`config.mk`:
```
export PLATFORM = sky130hd
export DESIGN_NAME = operand_shifter
export DESIGN_NICKNAME = d
export VERILOG_FILES = /design/src/rtl/opsh_pkg.sv /design/src/rtl/opsh_lit_rot.sv /design/src/rtl/opsh_decode.sv /design/src/rtl/opsh_barrel.sv /design/src/rtl/operand_shifter.sv
export SDC_FILE = /design/constraint.sdc
export NUM_CORES = 1
export LEC_CHECK = 0
export ABC_AREA = 0
export BUFFER_PORTS_ARGS = -buffer_cell sky130_fd_sc_hd__buf_2
export CORE_MARGIN = 1.5
export CORE_UTILIZATION = 41
export DETAILED_ROUTE_END_ITERATION = 10
export PLACE_DENSITY_LB_ADDON = 0.2
export SETUP_SLACK_MARGIN = 0.15
export SLEW_MARGIN = 25
export SYNTH_ARGS = -nofsm -noshare
export SYNTH_HDL_FRONTEND = slang
export SYNTH_SLANG_ARGS = --single-unit
```
`constraint.sdc`:
```
create_clock -name vclk -period 4.6
set_input_delay 0.92 -clock vclk [all_inputs]
set_output_delay 0.92 -clock vclk [all_outputs]
set_load 0.02 [all_outputs]
```
`src/rtl/opsh_pkg.sv`:
```
package opsh_pkg;
  typedef enum logic [1:0] {
    SH_LSL = 2'b00,
    SH_LSR = 2'b01,
    SH_ASR = 2'b10,
    SH_ROR = 2'b11
  } shift_kind_e;

  typedef enum logic [1:0] {
    ACT_PASS,
    ACT_SHIFT,
    ACT_RRX,
    ACT_FILL
  } shift_act_e;
endpackage

```
`src/rtl/opsh_lit_rot.sv`:
```
module opsh_lit_rot #(
  parameter int DATA_W = 32,
  parameter int LIT_W  = 8,
  parameter int ROT_W  = 4
) (
  input  logic [LIT_W-1:0]  lit_i,
  input  logic [ROT_W-1:0]  rot_i,
  input  logic              carry_i,
  output logic [DATA_W-1:0] value_o,
  output logic              carry_o
);
  logic [DATA_W-1:0] stage [ROT_W+1];

  assign stage[0] = {{(DATA_W-LIT_W){1'b0}}, lit_i};

  // rotate count is doubled: stage k rotates by 2^(k+1)
  for (genvar k = 0; k < ROT_W; k++) begin : g_stage
    localparam int SH = 2 << k;
    assign stage[k+1] = rot_i[k] ? {stage[k][SH-1:0], stage[k][DATA_W-1:SH]} : stage[k];
  end

  assign value_o = stage[ROT_W];
  assign carry_o = (rot_i != '0) ? value_o[DATA_W-1] : carry_i;
endmodule

```
`src/rtl/opsh_decode.sv`:
```
module opsh_decode
  import opsh_pkg::*;
#(
  parameter int AMT_W = 5
) (
  input  logic             reg_amt_i,
  input  logic [AMT_W-1:0] imm_amt_i,
  input  logic [AMT_W-1:0] rs_amt_i,
  input  shift_kind_e      kind_i,
  output logic [AMT_W-1:0] amt_o,
  output shift_act_e       act_o
);
  always_comb begin
    amt_o = reg_amt_i ? rs_amt_i : imm_amt_i;
    if (amt_o != '0)   act_o = ACT_SHIFT;
    else if (reg_amt_i) act_o = ACT_PASS;
    else begin
      unique case (kind_i)
        SH_LSL:         act_o = ACT_PASS;
        SH_LSR, SH_ASR: act_o = ACT_FILL;
        default:        act_o = ACT_RRX;
      endcase
    end
  end
endmodule

```
`src/rtl/opsh_barrel.sv`:
```
module opsh_barrel
  import opsh_pkg::*;
#(
  parameter int DATA_W = 32,
  localparam int AMT_W = $clog2(DATA_W)
) (
  input  logic [DATA_W-1:0] data_i,
  input  logic [AMT_W-1:0]  amt_i,
  input  shift_kind_e       kind_i,
  output logic [DATA_W-1:0] value_o,
  output logic              carry_o
);
  // one guard bit beside the word captures the last bit shifted out
  logic [DATA_W:0]          left_w, right_w;
  logic signed [DATA_W:0]   sgn_w;
  logic [2*DATA_W-1:0]      dbl_w;

  always_comb begin
    left_w  = {1'b0, data_i} << amt_i;
    sgn_w   = $signed({data_i, 1'b0});
    right_w = {data_i, 1'b0} >> amt_i;
    dbl_w   = {data_i, data_i} >> amt_i;
    unique case (kind_i)
      SH_LSL: begin
        value_o = left_w[DATA_W-1:0];
        carry_o = left_w[DATA_W];
      end
      SH_LSR: begin
        value_o = right_w[DATA_W:1];
        carry_o = right_w[0];
      end
      SH_ASR: begin
        right_w = sgn_w >>> amt_i;
        value_o = right_w[DATA_W:1];
        carry_o = right_w[0];
      end
      default: begin
        value_o = dbl_w[DATA_W-1:0];
        carry_o = dbl_w[DATA_W-1];
      end
    endcase
  end
endmodule

```
`src/rtl/operand_shifter.sv`:
```
module operand_shifter
  import opsh_pkg::*;
#(
  parameter int DATA_W = 32
) (
  input  logic [11:0]       field_i,
  input  logic              imm_sel_i,
  input  logic [DATA_W-1:0] rm_i,
  input  logic [DATA_W-1:0] rs_i,
  input  logic              carry_i,
  output logic [DATA_W-1:0] operand_o,
  output logic              carry_o,
  output logic              not_shift_o
);
  localparam int AMT_W    = $clog2(DATA_W);
  localparam int LIT_W    = 8;
  localparam int ROT_W    = 4;
  localparam int B_REGAMT = 4;
  localparam int B_GAP    = 7;

  logic [DATA_W-1:0] lit_val, sh_val;
  logic              lit_c, sh_c;
  logic [AMT_W-1:0]  amt;
  shift_act_e        act;
  shift_kind_e       kind;
  logic              unused_bits;

  assign kind        = shift_kind_e'(field_i[6:5]);
  assign unused_bits = ^{rs_i[DATA_W-1:AMT_W], field_i[3:0]};

  opsh_lit_rot #(.DATA_W(DATA_W), .LIT_W(LIT_W), .ROT_W(ROT_W)) u_lit (
    .lit_i   (field_i[LIT_W-1:0]),
    .rot_i   (field_i[11:8]),
    .carry_i (carry_i),
    .value_o (lit_val),
    .carry_o (lit_c)
  );

  opsh_decode #(.AMT_W(AMT_W)) u_dec (
    .reg_amt_i (field_i[B_REGAMT]),
    .imm_amt_i (field_i[11:7]),
    .rs_amt_i  (rs_i[AMT_W-1:0]),
    .kind_i    (kind),
    .amt_o     (amt),
    .act_o     (act)
  );

  opsh_barrel #(.DATA_W(DATA_W)) u_bar (
    .data_i  (rm_i),
    .amt_i   (amt),
    .kind_i  (kind),
    .value_o (sh_val),
    .carry_o (sh_c)
  );

  always_comb begin
    if (imm_sel_i) begin
      operand_o = lit_val;
      carry_o   = lit_c;
    end else begin
      unique case (act)
        ACT_SHIFT: begin
          operand_o = sh_val;
          carry_o   = sh_c;
        end
        ACT_RRX: begin
          operand_o = {carry_i, rm_i[DATA_W-1:1]};
          carry_o   = rm_i[0];
        end
        ACT_FILL: begin
          // shift by full width: sign fill for arithmetic, zero for logical
          operand_o = (kind == SH_ASR) ? {DATA_W{rm_i[DATA_W-1]}} : '0;
          carry_o   = rm_i[DATA_W-1];
        end
        default: begin
          operand_o = rm_i;
          carry_o   = carry_i;
        end
      endcase
    end
  end

  assign not_shift_o = ~imm_sel_i & field_i[B_REGAMT] & field_i[B_GAP];
endmodule

```
==> results.sh <==
export IMPL_num_vias=10100
export IMPL_synth_area_um2=6960
export IMPL_comb_power_share=1.000
export IMPL_numPortBuffers=85
export IMPL_instances_no_fill=1398
export IMPL_drc=0
export IMPL_synth_cell_type_count=75
export IMPL_clockPowerShare=0
export IMPL_drive_gt1_frac=0.385
export IMPL_wl_per_cell_um=29.6
export IMPL_synth_compound_area_frac=0.362
export IMPL_synth_area_leaders="mux4_2 (18%), mux2i_1 (13%), nand2_1 (6.8%)"
export IMPL_dp_cells=1384
export IMPL_avgSynthCellArea_um2=7.03
export IMPL_cp_data_arrival_time_ps=3550
export IMPL_synthAdderAreaFrac=0.00719
export IMPL_nets=1262
export IMPL_drt_pass1_iterations=6
export IMPL_start_util=0.419
export IMPL_synth_most_common_cell="nand2_1"
export IMPL_hold_viol_final=0
export IMPL_synth_area_leader_cell="mux4_2"
export IMPL_design_seq_count=0
export IMPL_p_total_w=0.00160
export IMPL_drv_cap=0
export IMPL_routabilityCongestion=1.13
export IMPL_synth_fp_nets=1072
export IMPL_yosys_area_share_xor_xnor=0
export IMPL_grt_pass1_vias=8887
export IMPL_muxShareOfSynthArea=0.339
export IMPL_n_antenna_cell=0
export IMPL_grt_pass1_wl_mm=59.3
export IMPL_synth_simple_gate_area_share=0.206
export IMPL_relSlewSlack=0.520
export IMPL_antenna_found_initial=0
export IMPL_swShare=0.584
export IMPL_seq_area_frac_synth=0
export IMPL_worstSetupPathType="input port to primary output"
export IMPL_crit_end="operand_o[21]"
export IMPL_fmax_mhz=224
export IMPL_seqPwrFrac=0
export IMPL_crit_start="field_i[4]"
export IMPL_die_area_um2=17800
export IMPL_p_leak_nw=3.87
export IMPL_cp_start_kind="input port"
export IMPL_drt_iter0_drc=1707
export IMPL_synth_top_family_by_area="compound AO/OA/AOI/OAI gates"
export IMPL_grt_usage=0.448
export IMPL_grt_max_degree=44
export IMPL_fin_util=0.565
export IMPL_clkbuf_count=0
export IMPL_netlist_instances=990
export IMPL_io_pins=112
export IMPL_dp_hpwl_mm=32.7
export IMPL_ys_warn_count=0
export IMPL_die_w_um=133
export IMPL_critPathCaptureType="primary output"
export IMPL_dieHeight_um=133
export IMPL_status="finished, final reports clean"
export IMPL_cp_max_fo=6
export IMPL_wl_mm=41.4
export IMPL_finalCritPeriodShare=0.971
export IMPL_tns_ps=0
export IMPL_hold_class="input port to primary output"
export IMPL_worstMarginPinSlew_ps=720
export IMPL_area_delta_synth_final_pct=34.7
export IMPL_switching_power_w=0.000931
export IMPL_required_ps=3680
export IMPL_synth_top_cell_area_share=0.178
export IMPL_rsz0062_at_grt="yes"
export IMPL_synth_top_cells_by_count="nand2_1 (126), a21oi_1 (93), clkbuf_1 (91), mux2i_1 (87), nor2_1 (85)"
export IMPL_grt_overflow_total=0
export IMPL_min_period_ps=4470
export IMPL_ant_nets=0
export IMPL_regArea_um2=0
export IMPL_finalWorstSetupSlack_ps=133
export IMPL_setup_viol=0
export IMPL_dpl_worst_slack_ps=-94.8
export IMPL_via_per_inst=7.20
export IMPL_p_per_area_nw_per_um2=170
export IMPL_internal_power_w=0.000664
export IMPL_vdd_drop_max_uv=97.7
export IMPL_slew_violations=0
export IMPL_coreArea_um2=16600
export IMPL_rows=47
==> power by group through the flow <==
stage          Sequential (W)  Combinational (W)  Clock (W)
2_1_floorplan               0           0.000816          0
3_3_place_gp                0            0.00145          0
3_5_place_dp                0            0.00145          0
4_1_cts                     0            0.00148          0
5_1_grt                     0            0.00165          0
6_report                    0            0.00160          0
==> worst min-delay path by stage <==
| stage | start | endpoint | slack [ps] | cells after the start |
|---|---|---|---|---|
| floorplan | carry_i | carry_o | 2160 | 3 |
| global placement | carry_i | carry_o | 2420 | 5 |
| detailed placement | carry_i | carry_o | 2430 | 5 |
| CTS | field_i[4] | not_shift_o | 2400 | 4 |
| global route | field_i[4] | not_shift_o | 2430 | 4 |
| finish | field_i[4] | not_shift_o | 2400 | 4 |
==> layout make-up <==
type / count / area (um^2)
inverters: 7 / 26.3
multi-input cells: 853 / 6630
repair buffers: 318 / 2430
well taps: 220 / 275
fillers: 1695 / 7220
==> metal layers <==
| layer | vias up | share of wire | GRT usage |
|---|---|---|---|
| met1 | 4749 | 0.39 | 0.627 |
| met5 | - | 0 | 0 |
| met4 | 0 | 0.062 | 0.201 |
| li1 | 4285 | - | - |
| met2 | 882 | 0.41 | 0.655 |
| met3 | 156 | 0.14 | 0.102 |
==> critical path: stages <==
cell     delay, ps
buf_8          110
mux2i_4        290
buf_12         170
mux4_2         540
mux2i_2        210
nor2_1          70
or4_4          520
a221o_1        340
a31o_1         200
buf_4          150
==> metrics by stage <==
step | hold slack, ps | area [um^2]
finish | 2400 | 9370
CTS | 2400 | 9090
global route | 2430 | 9370
global placement | 2420 | 8940
detailed placement | 2430 | 8940
floorplan | 2160 | 6960
==> cell usage in the layout, fill, tap and decap left out, drive strengths merged, types with 7 or more instances in the layout <==
cell	count
buf	318
nand2	126
a21oi	93
mux2i	90
nor2	87
mux4	55
o21ai	55
nand3	33
nor3	30
o211ai	21
a31oi	19
mux2	17
o31ai	15
o22ai	13
o221ai	13
a22oi	13
a32oi	12
a211oi	11
and2	9
o32ai	8
a31o	8
a221oi	8
a211o	7
inv	7
==> cells by family (layout without fill, tap and decap cells) <==
family,Yosys count,after routing
AO/OA/AOI/OAI,365,365
adder cells (fa/ha/maj),4,4
buffers and inverters,137,325
multiplexers,162,162
AND/OR/NAND/NOR,322,322
==> timing repair <==
| item | in CTS | in global routing |
|---|---|---|
| pin swaps | 4 | 12 |
| gates cloned | 1 | 0 |
| setup endpoints to repair | 30 | 28 |
| setup buffers | 6 | 7 |
| resized for setup | 19 | 49 |
| endpoints found under the hold margin | 0 | 0 |
| hold buffers | 0 | 0 |
Power figures use the tool's default switching activity.
